<file path="src/rtl/daf_pkg.sv">
package daf_pkg;
  typedef enum logic {GEN_OLD = 1'b0, GEN_NEW = 1'b1} gen_e;

  localparam int MODE_W = 8;

  // legacy match modes in rx_mode[1:0]
  localparam logic [1:0] OM_NONE    = 2'd0;
  localparam logic [1:0] OM_LIMITED = 2'd1;
  localparam logic [1:0] OM_NORMAL  = 2'd2;
  localparam logic [1:0] OM_PROMISC = 2'd3;

  localparam int BIT_SKIP_LAST = 4;
  localparam int BIT_NEW_EN    = 7;
  localparam int BIT_NEW_ANY   = 0;
  localparam int BIT_NEW_OWN   = 1;

  typedef struct packed {
    logic [MODE_W-1:0] mode;
    gen_e              gen;
  } cfg_t;
endpackage

</file>
<file path="src/rtl/daf_byte_seq.sv">
module daf_byte_seq
  import daf_pkg::*;
#(
  parameter int NB = 6,
  parameter int BW = 8,
  localparam int IW = (NB > 1) ? $clog2(NB) : 1,
  localparam int SW = NB * BW
) (
  input  logic              clk,
  input  logic              rst,
  input  logic              sof,
  input  logic              byte_valid,
  input  gen_e              gen_i,
  input  logic [MODE_W-1:0] mode_i,
  input  logic [SW-1:0]     station_i,
  output logic              take,
  output logic              last,
  output logic [IW-1:0]     idx,
  output cfg_t              cfg_o,
  output logic [SW-1:0]     station_o
);
  logic          active;
  logic [IW-1:0] cnt;
  logic          start;
  cfg_t          cfg_q;
  logic [SW-1:0] station_q;

  assign start = byte_valid && sof;
  assign take  = byte_valid && (sof || active);
  assign idx   = sof ? '0 : cnt;
  assign last  = take && (idx == IW'(NB - 1));

  always_ff @(posedge clk) begin
    if (rst) begin
      active <= 1'b0;
      cnt    <= '0;
    end else if (take) begin
      if (last) begin
        active <= 1'b0;
        cnt    <= '0;
      end else begin
        active <= 1'b1;
        cnt    <= idx + 1'b1;
      end
    end
  end

  always_ff @(posedge clk) begin
    if (rst) begin
      cfg_q     <= '0;
      station_q <= '0;
    end else if (start) begin
      cfg_q     <= '{mode: mode_i, gen: gen_i};
      station_q <= station_i;
    end
  end

  assign cfg_o     = cfg_q;
  assign station_o = start ? station_i : station_q;

  assert_cnt_bound_R3: assert property (@(posedge clk) disable iff (rst)
    cnt <= IW'(NB - 1));

  assert_idle_after_last_R3: assert property (@(posedge clk) disable iff (rst)
    last |=> !active);

  assert_cfg_held_R4: assert property (@(posedge clk) disable iff (rst)
    !start |=> ($stable(cfg_q) && $stable(station_q)));
endmodule

</file>
<file path="src/rtl/daf_match_acc.sv">
module daf_match_acc #(
  parameter int NB = 6,
  parameter int BW = 8,
  localparam int IW = (NB > 1) ? $clog2(NB) : 1,
  localparam int SW = NB * BW
) (
  input  logic          clk,
  input  logic          rst,
  input  logic          take,
  input  logic [IW-1:0] idx,
  input  logic [BW-1:0] byte_i,
  input  logic [SW-1:0] station_i,
  output logic [NB-1:0] eq_now,
  output logic [NB-1:0] ff_now,
  output logic          lm0,
  output logic          grp
);
  logic hit0;
  logic lm0_q, grp_q;

  for (genvar i = 0; i < NB; i++) begin : g_lane
    logic hit, eq_c, ff_c, eq_q, ff_q;
    assign hit  = take && (idx == IW'(i));
    assign eq_c = (byte_i == station_i[i*BW +: BW]);
    assign ff_c = &byte_i;

    always_ff @(posedge clk) begin
      if (rst) begin
        eq_q <= 1'b0;
        ff_q <= 1'b0;
      end else if (hit) begin
        eq_q <= eq_c;
        ff_q <= ff_c;
      end
    end

    assign eq_now[i] = hit ? eq_c : eq_q;
    assign ff_now[i] = hit ? ff_c : ff_q;
  end

  assign hit0 = take && (idx == '0);

  always_ff @(posedge clk) begin
    if (rst) begin
      lm0_q <= 1'b0;
      grp_q <= 1'b0;
    end else if (hit0) begin
      lm0_q <= byte_i[0] && ({byte_i[BW-1:1], 1'b0} == station_i[BW-1:0]);
      grp_q <= byte_i[0];
    end
  end

  assign lm0 = lm0_q;
  assign grp = grp_q;
endmodule

</file>
<file path="src/rtl/daf_decide.sv">
module daf_decide
  import daf_pkg::*;
#(
  parameter int NB = 6
) (
  input  logic          clk,
  input  logic          rst,
  input  logic          last,
  input  cfg_t          cfg,
  input  logic [NB-1:0] eq_now,
  input  logic [NB-1:0] ff_now,
  input  logic          lm0,
  input  logic          grp,
  output logic          dv_o,
  output logic          acc_o
);
  logic bcast, own_full, own_old, lmc, verdict_old, verdict_new, verdict;
  logic dv_q, acc_q;

  assign bcast    = &ff_now;
  assign own_full = &eq_now;
  assign own_old  = (&eq_now[NB-2:0]) && (eq_now[NB-1] || cfg.mode[BIT_SKIP_LAST]);
  assign lmc      = lm0 && eq_now[1] && eq_now[2];

  always_comb begin
    unique case (cfg.mode[1:0])
      OM_NONE:    verdict_old = 1'b0;
      OM_LIMITED: verdict_old = bcast || own_old || lmc;
      OM_NORMAL:  verdict_old = bcast || own_old || grp;
      default:    verdict_old = 1'b1;
    endcase
  end

  always_comb begin
    if (!cfg.mode[BIT_NEW_EN])       verdict_new = 1'b0;
    else if (cfg.mode[BIT_NEW_ANY])  verdict_new = 1'b1;
    else if (cfg.mode[BIT_NEW_OWN])  verdict_new = bcast || own_full;
    else                             verdict_new = bcast;
  end

  assign verdict = (cfg.gen == GEN_NEW) ? verdict_new : verdict_old;

  always_ff @(posedge clk) begin
    if (rst) begin
      dv_q  <= 1'b0;
      acc_q <= 1'b0;
    end else begin
      dv_q  <= last;
      acc_q <= last && verdict;
    end
  end

  assign dv_o  = dv_q;
  assign acc_o = acc_q;

  assert_acc_needs_dv_R2: assert property (@(posedge clk) disable iff (rst)
    acc_q |-> dv_q);

  assert_dv_single_R2: assert property (@(posedge clk) disable iff (rst)
    dv_q |=> !dv_q);

  assert_none_rejects_R5: assert property (@(posedge clk) disable iff (rst)
    (last && cfg.gen == GEN_OLD && cfg.mode[1:0] == OM_NONE) |=> !acc_q);

  assert_new_disabled_R9: assert property (@(posedge clk) disable iff (rst)
    (last && cfg.gen == GEN_NEW && !cfg.mode[BIT_NEW_EN]) |=> !acc_q);

  assert_skip_last_R8: assert property (@(posedge clk) disable iff (rst)
    (last && cfg.gen == GEN_OLD && cfg.mode[BIT_SKIP_LAST] &&
     (cfg.mode[1:0] == OM_LIMITED || cfg.mode[1:0] == OM_NORMAL) &&
     (&eq_now[NB-2:0])) |=> acc_q);
endmodule

</file>
<file path="src/rtl/dest_addr_filter.sv">
module dest_addr_filter
  import daf_pkg::*;
#(
  parameter int NB = 6,
  parameter int BW = 8
) (
  input  logic              clk,
  input  logic              rst,
  input  logic              sof,
  input  logic              byte_valid,
  input  logic [BW-1:0]     byte_data,
  input  logic              gen_sel,
  input  logic [MODE_W-1:0] rx_mode,
  input  logic [NB*BW-1:0]  station_addr,
  output logic              decision_valid,
  output logic              accept
);
  localparam int IW = (NB > 1) ? $clog2(NB) : 1;
  localparam int SW = NB * BW;

  logic          take, last;
  logic [IW-1:0] idx;
  cfg_t          cfg;
  logic [SW-1:0] station_eff;
  logic [NB-1:0] eq_now, ff_now;
  logic          lm0, grp;
  gen_e          gen_in;

  assign gen_in = gen_e'(gen_sel);

  daf_byte_seq #(.NB(NB), .BW(BW)) u_seq (
    .clk(clk), .rst(rst), .sof(sof), .byte_valid(byte_valid),
    .gen_i(gen_in), .mode_i(rx_mode), .station_i(station_addr),
    .take(take), .last(last), .idx(idx), .cfg_o(cfg), .station_o(station_eff)
  );

  daf_match_acc #(.NB(NB), .BW(BW)) u_match (
    .clk(clk), .rst(rst), .take(take), .idx(idx), .byte_i(byte_data),
    .station_i(station_eff), .eq_now(eq_now), .ff_now(ff_now),
    .lm0(lm0), .grp(grp)
  );

  daf_decide #(.NB(NB)) u_decide (
    .clk(clk), .rst(rst), .last(last), .cfg(cfg), .eq_now(eq_now),
    .ff_now(ff_now), .lm0(lm0), .grp(grp),
    .dv_o(decision_valid), .acc_o(accept)
  );
endmodule

</file>
<file path="config.mk">
export PLATFORM = sky130hd
export DESIGN_NAME = dest_addr_filter
export DESIGN_NICKNAME = d
export VERILOG_FILES = /design/src/rtl/daf_pkg.sv /design/src/rtl/daf_byte_seq.sv /design/src/rtl/daf_match_acc.sv /design/src/rtl/daf_decide.sv /design/src/rtl/dest_addr_filter.sv
export SDC_FILE = /design/constraint.sdc
export NUM_CORES = 1
export LEC_CHECK = 0
export ABC_AREA = 1
export BUFFER_PORTS_ARGS = -buffer_cell sky130_fd_sc_hd__buf_2
export CORE_ASPECT_RATIO = 1.4
export CORE_MARGIN = 1
export CORE_UTILIZATION = 45
export CTS_CLUSTER_DIAMETER = 100
export CTS_CLUSTER_SIZE = 30
export DETAILED_ROUTE_END_ITERATION = 12
export GPL_TIMING_DRIVEN = 0
export PLACE_DENSITY = 0.77
export SYNTH_ARGS = -nofsm -noshare
export SYNTH_HDL_FRONTEND = slang
export SYNTH_SLANG_ARGS = --single-unit
</file>
<file path="constraint.sdc">
create_clock -name clk -period 4.7 [get_ports clk]
set_clock_uncertainty 0.05 [all_clocks]
set_input_delay 0.47 -clock clk [delete_from_list [all_inputs] [get_ports clk]]
set_output_delay 0.47 -clock clk [all_outputs]
set_load 0.01 [all_outputs]
</file>
==> results of run 1 <==
[cells by family (layout without fill, tap and decap cells)]
group / count (synthesis) / count (layout) / synth area share, %
AOI/OAI and AO/OA: 73 / 73 / 9.31
adders and majority gates: 7 / 7 / 2.13
and+or+nand+nor: 426 / 426 / 43.1
buffers and inverters: 90 / 163 / 9.86
DFF: 73 / 73 / 35.6
[worst max path at each step]
stage / endpoint / slack [ns] / depth (start not counted)
after floorplan: u_decide.acc_o / 2.52 / 20
after global placement: u_decide.acc_o / 2.13 / 17
after detailed placement: u_decide.acc_o / 2.05 / 17
after CTS: u_decide.acc_o / 2.33 / 17
after global routing: u_decide.acc_o / 2.15 / 17
final: u_decide.acc_o / 2.32 / 17
[registers in the layout, indices dropped and copies added, names as in the netlist]
signal / flops
u_decide.dv_o: 1
u_match.g_lane.eq_q: 6
u_seq.cfg_o: 5
u_match.g_lane.ff_q: 6
u_match.lm0: 1
u_decide.acc_o: 1
u_seq.cnt: 3
u_match.grp: 1
u_seq.station_q: 48
u_seq.active: 1
[per-layer routing]
metal  up-vias  routed length, µm
met4         0                437
met1      2066               4840
met2       160               6290
li1       2278                  -
met3        41                727
met5         -                  0
[through the flow]
step / instance area (µm²) / setup slack (ns) / util, % / power (mW) / hold WS, ns
after global routing: 4820 / 2.15 / 55.4 / 1.65 / 0.344
after CTS: 4820 / 2.33 / 55.4 / 1.58 / 0.343
after floorplan: 4110 / 2.52 / - / 0.837 / 0.390
after detailed placement: 4530 / 2.05 / 52.0 / 0.916 / 0.411
final: 4820 / 2.32 / 55.4 / 1.58 / 0.342
after global placement: 4530 / 2.13 / 52.0 / 0.909 / 0.405
[cell usage in the layout, fill, tap and decap left out, drive strengths merged, types with 3 or more instances in the layout]
cell type / n
nand2: 262
nand3: 99
buf: 79
dfxtp: 73
inv: 58
nor2: 55
a21oi: 51
clkbuf: 24
o21ai: 15
ha: 7
nand4: 5
a211oi: 4
o211ai: 3
[power groups by stage]
stage / sequential (mW) / combinational, mW / clock (mW)
final: 0.654 / 0.254 / 0.673
after global routing: 0.656 / 0.285 / 0.710
after CTS: 0.654 / 0.251 / 0.676
after detailed placement: 0.668 / 0.249 / 0
after global placement: 0.667 / 0.242 / 0
after floorplan: 0.665 / 0.172 / 0
[tightest hold or removal path: cells and delay by family]
kind	cells	cell delay (ns)
buffers and inverters	1	0.10
AO/OA/AOI/OAI	1	0.05
AND/OR/NAND/NOR	1	0.06
[final cells by class]
class	count	area (µm²)
clock inverter	2	10.0
multi-input combinational	506	2240
fill	926	3890
inverter	58	218
timing repair buffer	57	285
tap	105	131
sequential	73	1460
buffer	32	188
clock buffer	14	284
==> flow_summary.yaml, run 1 <==
critical_path:
  crit_chain: "buf_4, inv_1, nand2_1, inv_1, ha_1, nand3_1, nor2_1, inv_1, o21ai_1, nand2_1, nor2_1, nor2_1, nand2_1, nand2_1, nand2_1, nand2_1, nor2_1"
  worstSetupPathType: "in -> reg"
  worst_path_most_repeated_cell: "nand2_1"
  cp_data_arrival_time_ns: 2.61
  slowest_delay_ns: 0.32
  endpoint_kind: "flop"
  rr_startpoint: "u_seq.cnt[0]"
  path_max_fanout: 6
  ff2ff_path_depth: 15
  required_ns: 4.92
  critPathLaunch: "sof"
  crit_buf_inv: 4
  slowest_stage: "nor2_1"
  r2r_slack_ns: 2.42
  reg2reg_to: "u_decide.acc_o"
  critPathTopFamily: "simple AND/OR/NAND/NOR gates"
  start_kind: "input port"
global_routing:
  grt.busiest_layer: "met2"
  antenna_found_initial: 0
  grt_pass1_wl_um: 19800
  grt_max_degree: 12
  grt_use_met1_pct: 32.1
  grt_overflow_total: 0
  grt_util_all_layers_pct: 28.1
  grt_pass1_vias: 4338
  grt_util_met2_pct: 48.0
  grt_util_met3_pct: 5.16
placement:
  port-buffer-count: 57
  gp_congestion: 0.894
  hpwl_um: 9160
  dp.cells: 831
drt:
  num_vias: 4545
  remaining_drc_errors: 0
  dr.pass1.iters: 5
  routed_wl_um: 12300
  ant_nets: 0
  routed_via_density: 5.37
  wl_per_cell_um: 14.5
  drtIter0Drc: 382
clocking:
  cts_root_buf: "clkbuf_16"
  htree_levels: 3
  cts_tree: "built"
  clkLatencyLatePin_ns: 0.34
  cts_sinks: 73
  clk_pin_slew_ns: 0.05
  cts_resized: 0
  cts_buffers: 9
  cts_setup_buffers: 0
  hold_buffers: 0
  clk_path_buf_depth: 2
sta:
  hold_viol: 0
  period_needed_ns: 2.38
  relSlewSlack_pct: 51.3
  fin_crit_sh_pct: 50.7
  fmax_mhz: 420
  tightest_slew_ns: 0.731
  rsz0062_at_grt: "no"
  setup_viol: 0
  fin_tns_setup_ns: 0
  report.final.slew_viol_count: 0
floorplan:
  die_x_um: 82.8
  die_height_um: 115
  io_pins: 71
  die-area_um2: 9530
  rows: 40
  initial_core_util_pct: 47.2
  core_area_um2: 8710
finish:
  finalNonFillerCells: 847
  drive_gt1_share_pct: 13.5
  final_nets: 813
  area_growth_pct: 17.3
  antenna_cells: 0
power_and_ir_drop:
  clkPwrFrac_pct: 42.6
  p_leak_nw: 2.52
  power.density_nw_per_um2: 328
  swShare_pct: 27.3
  ir_drop_v: 0.000213
  power.switching_uw: 432
  pwr-share-comb_pct: 16.0
  intPower_mw: 1.15
  p_seq_share_pct: 41.4
hold_path:
  min_to: "u_seq.cfg_o[8]"
  min-delay-start: "rx_mode[7]"
  whs_path_depth: 3
  hold_class: "in -> reg"
synthesis:
  synth_area_um2: 4110
  synth_seq_area_share_pct: 35.6
  ys.flop_type: "dfxtp_1"
  ys_types: 25
  syn_area_per_cell_um2: 6.14
  synthCells: 669
  yosys.area.top_type: "dfxtp_1"
  yosys-top-cells-count: "258 x nand2_1, 98 x nand3_1, 73 x dfxtp_1"
  syn-num-nets: 745
  synth_top_area_share_pct: 35.6
  synth_area_leaders: "dfxtp_1 36%, nand2_1 24%, nand3_1 12%, a21oi_1 6.2%, inv_1 5.2%"
  yosys_warnings: 0
  ys_ff_latch: 73
  synth_most_common_cell: "nand2_1"
  async_reset_ff_share_pct: 0
  synth_edf_count: 0
status:
  status: "finished clean"
run:
  drv_cap: 0
(Power assumes the default switching activity.)
==> run 2, diff against run 1 <==
==> constraint.sdc (replaced) <==
create_clock -name clk -period 2.2 [get_ports clk]
set_clock_uncertainty 0.05 [all_clocks]
set_input_delay 0.22 -clock clk [delete_from_list [all_inputs] [get_ports clk]]
set_output_delay 0.22 -clock clk [all_outputs]
set_load 0.01 [all_outputs]
==> flow_summary.yaml, run 2 (synthesis results as in run 1) <==
critical_path:
  worstSetupPathType: "reg -> reg"
  worst_path_most_repeated_cell: "nand2_1"
  slowest_stage: "dfxtp_2"
  required_ns: 2.42
  slowest_delay_ns: 0.34
  cp_data_arrival_time_ns: 2.24
  start_kind: "flop"
  endpoint_kind: "flop"
  crit_chain: "nand2_2, inv_2, ha_1, nand3_2, nor2_4, inv_1, o21ai_1, nand2_1, nor2_1, nor2_1, nand2_1, nand2_1, nand2_1, nand2_1, nor2_1"
  path_max_fanout: 4
sta:
  setup_viol: 0
  holdWs_ns: 0.0884
  rsz0062_at_grt: "no"
  report.final.slew_viol_count: 0
  hold_viol: 0
  tightest_slew_ns: 0.746
  fin_tns_setup_ns: 0
  fin_ws_ns: 0.186
  fmax_mhz: 496
  period_needed_ns: 2.01
  fin_crit_sh_pct: 91.6
  relSlewSlack_pct: 50.3
global_routing:
  grt_max_degree: 12
  grt_pass1_wl_um: 19800
  grt_pass1_vias: 4338
  grt_overflow_total: 0
  antenna_found_initial: 0
  grt_util_all_layers_pct: 28.1
drt:
  routed_wl_um: 12300
  num_vias: 4504
  dr.pass1.iters: 5
  routed_via_density: 5.32
  remaining_drc_errors: 0
  wl_per_cell_um: 14.5
  drtIter0Drc: 395
  ant_nets: 0
finish:
  final_nets: 813
  reg_top3: "u_seq.station_q (48), u_match.g_lane.eq_q (6), u_match.g_lane.ff_q (6)"
  largest_register_ffs: 48
  largest_register: "u_seq.station_q"
  antenna_cells: 0
  finalNonFillerCells: 847
  drive_gt1_share_pct: 15.1
  mostFrequentLayoutCell: "nand2_1"
  final_cell_area_um2: 4850
  area_growth_pct: 18.1
  utilization_pct: 55.7
  final_cell_mix: "255 x nand2_1, 97 x nand3_1, 71 x dfxtp_1, 69 x buf_2, 55 x inv_1"
  nFillCells: 918
  multi_input_area_um2: 2270
  seqCellArea_um2: 1460
clocking:
  clk_pin_slew_ns: 0.06
  cts_tree: "built"
  cts_root_buf: "clkbuf_16"
  cts_sinks: 73
  htree_levels: 3
  clkLatencyLatePin_ns: 0.34
  cts_buffers: 9
  clk_path_buf_depth: 2
power_and_ir_drop:
  ir_drop_v: 0.000453
  power.density_nw_per_um2: 699
  power.total_mw: 3.39
  p_leak_nw: 2.52
placement:
  postPlaceCellArea_um2: 4530
  hpwl_um: 9160
  place_ws_ns: -0.196
  dp.cells: 831
  port-buffer-count: 57
  gp_congestion: 0.894
floorplan:
  initial_core_util_pct: 47.2
  die_height_um: 115
  die-area_um2: 9530
  die_x_um: 82.8
  io_pins: 71
  rows: 40
  core_area_um2: 8710
run:
  drv_cap: 0
status:
  status: "finished clean"
hold_path:
  hold_class: "in -> reg"
-- run 2: worst paths after layout --
check	from	to	slack [ns]	cells past startpoint
setup / recovery	u_seq.cnt[0]	u_decide.acc_o	0.19	15
hold / removal	rx_mode[7]	u_seq.cfg_o[8]	0.09	3
setup reg to reg	u_seq.cnt[0]	u_decide.acc_o	0.19	15
hold reg to reg	u_seq.cfg_o[8]	u_seq.cfg_o[8]	0.42	2
-- run 2: cell type report --
class                           instances  area share (%)
Sequential cell                        73            30.2
Timing Repair Buffer                   57            5.88
Clock buffer                           14            5.85
Clock inverter                          2           0.206
Multi-Input combinational cell        506            46.8
Inverter                               58            4.49
Tap cell                              105            2.71
Buffer                                 32            3.87
-- run 2: report_power, final --
part / switching (mW) / internal (mW)
Clock: 0.562 / 0.884
Combinational: 0.352 / 0.193
Sequential: 0.0192 / 1.38
-- run 2: timing repair --
action	in CTS	in global routing
buffers inserted	0	0
hold buffers	0	0
gates resized for setup	1	13
gates cloned	0	0
setup endpoints to repair	1	1
pin swaps	0	1
-- run 2: worst max-delay path, delay by kind of cell, from the launching register on --
family | cells | cell delay [ns]
AND/OR/NAND/NOR | 11 | 0.98
flip-flops | 1 | 0.34
buffers and inverters | 2 | 0.19
adder cells (fa/ha/maj) | 1 | 0.19
AO/OA/AOI/OAI | 1 | 0.19
-- run 2: per-layer routing --
| layer | track usage, % | up-vias | wire (µm) |
|---|---|---|---|
| met5 | 0 | - | 0 |
| met4 | 15.7 | 0 | 408 |
| met1 | 32.1 | 2062 | 4950 |
| li1 | - | 2271 | - |
| met3 | 5.16 | 35 | 617 |
| met2 | 48.0 | 136 | 6280 |
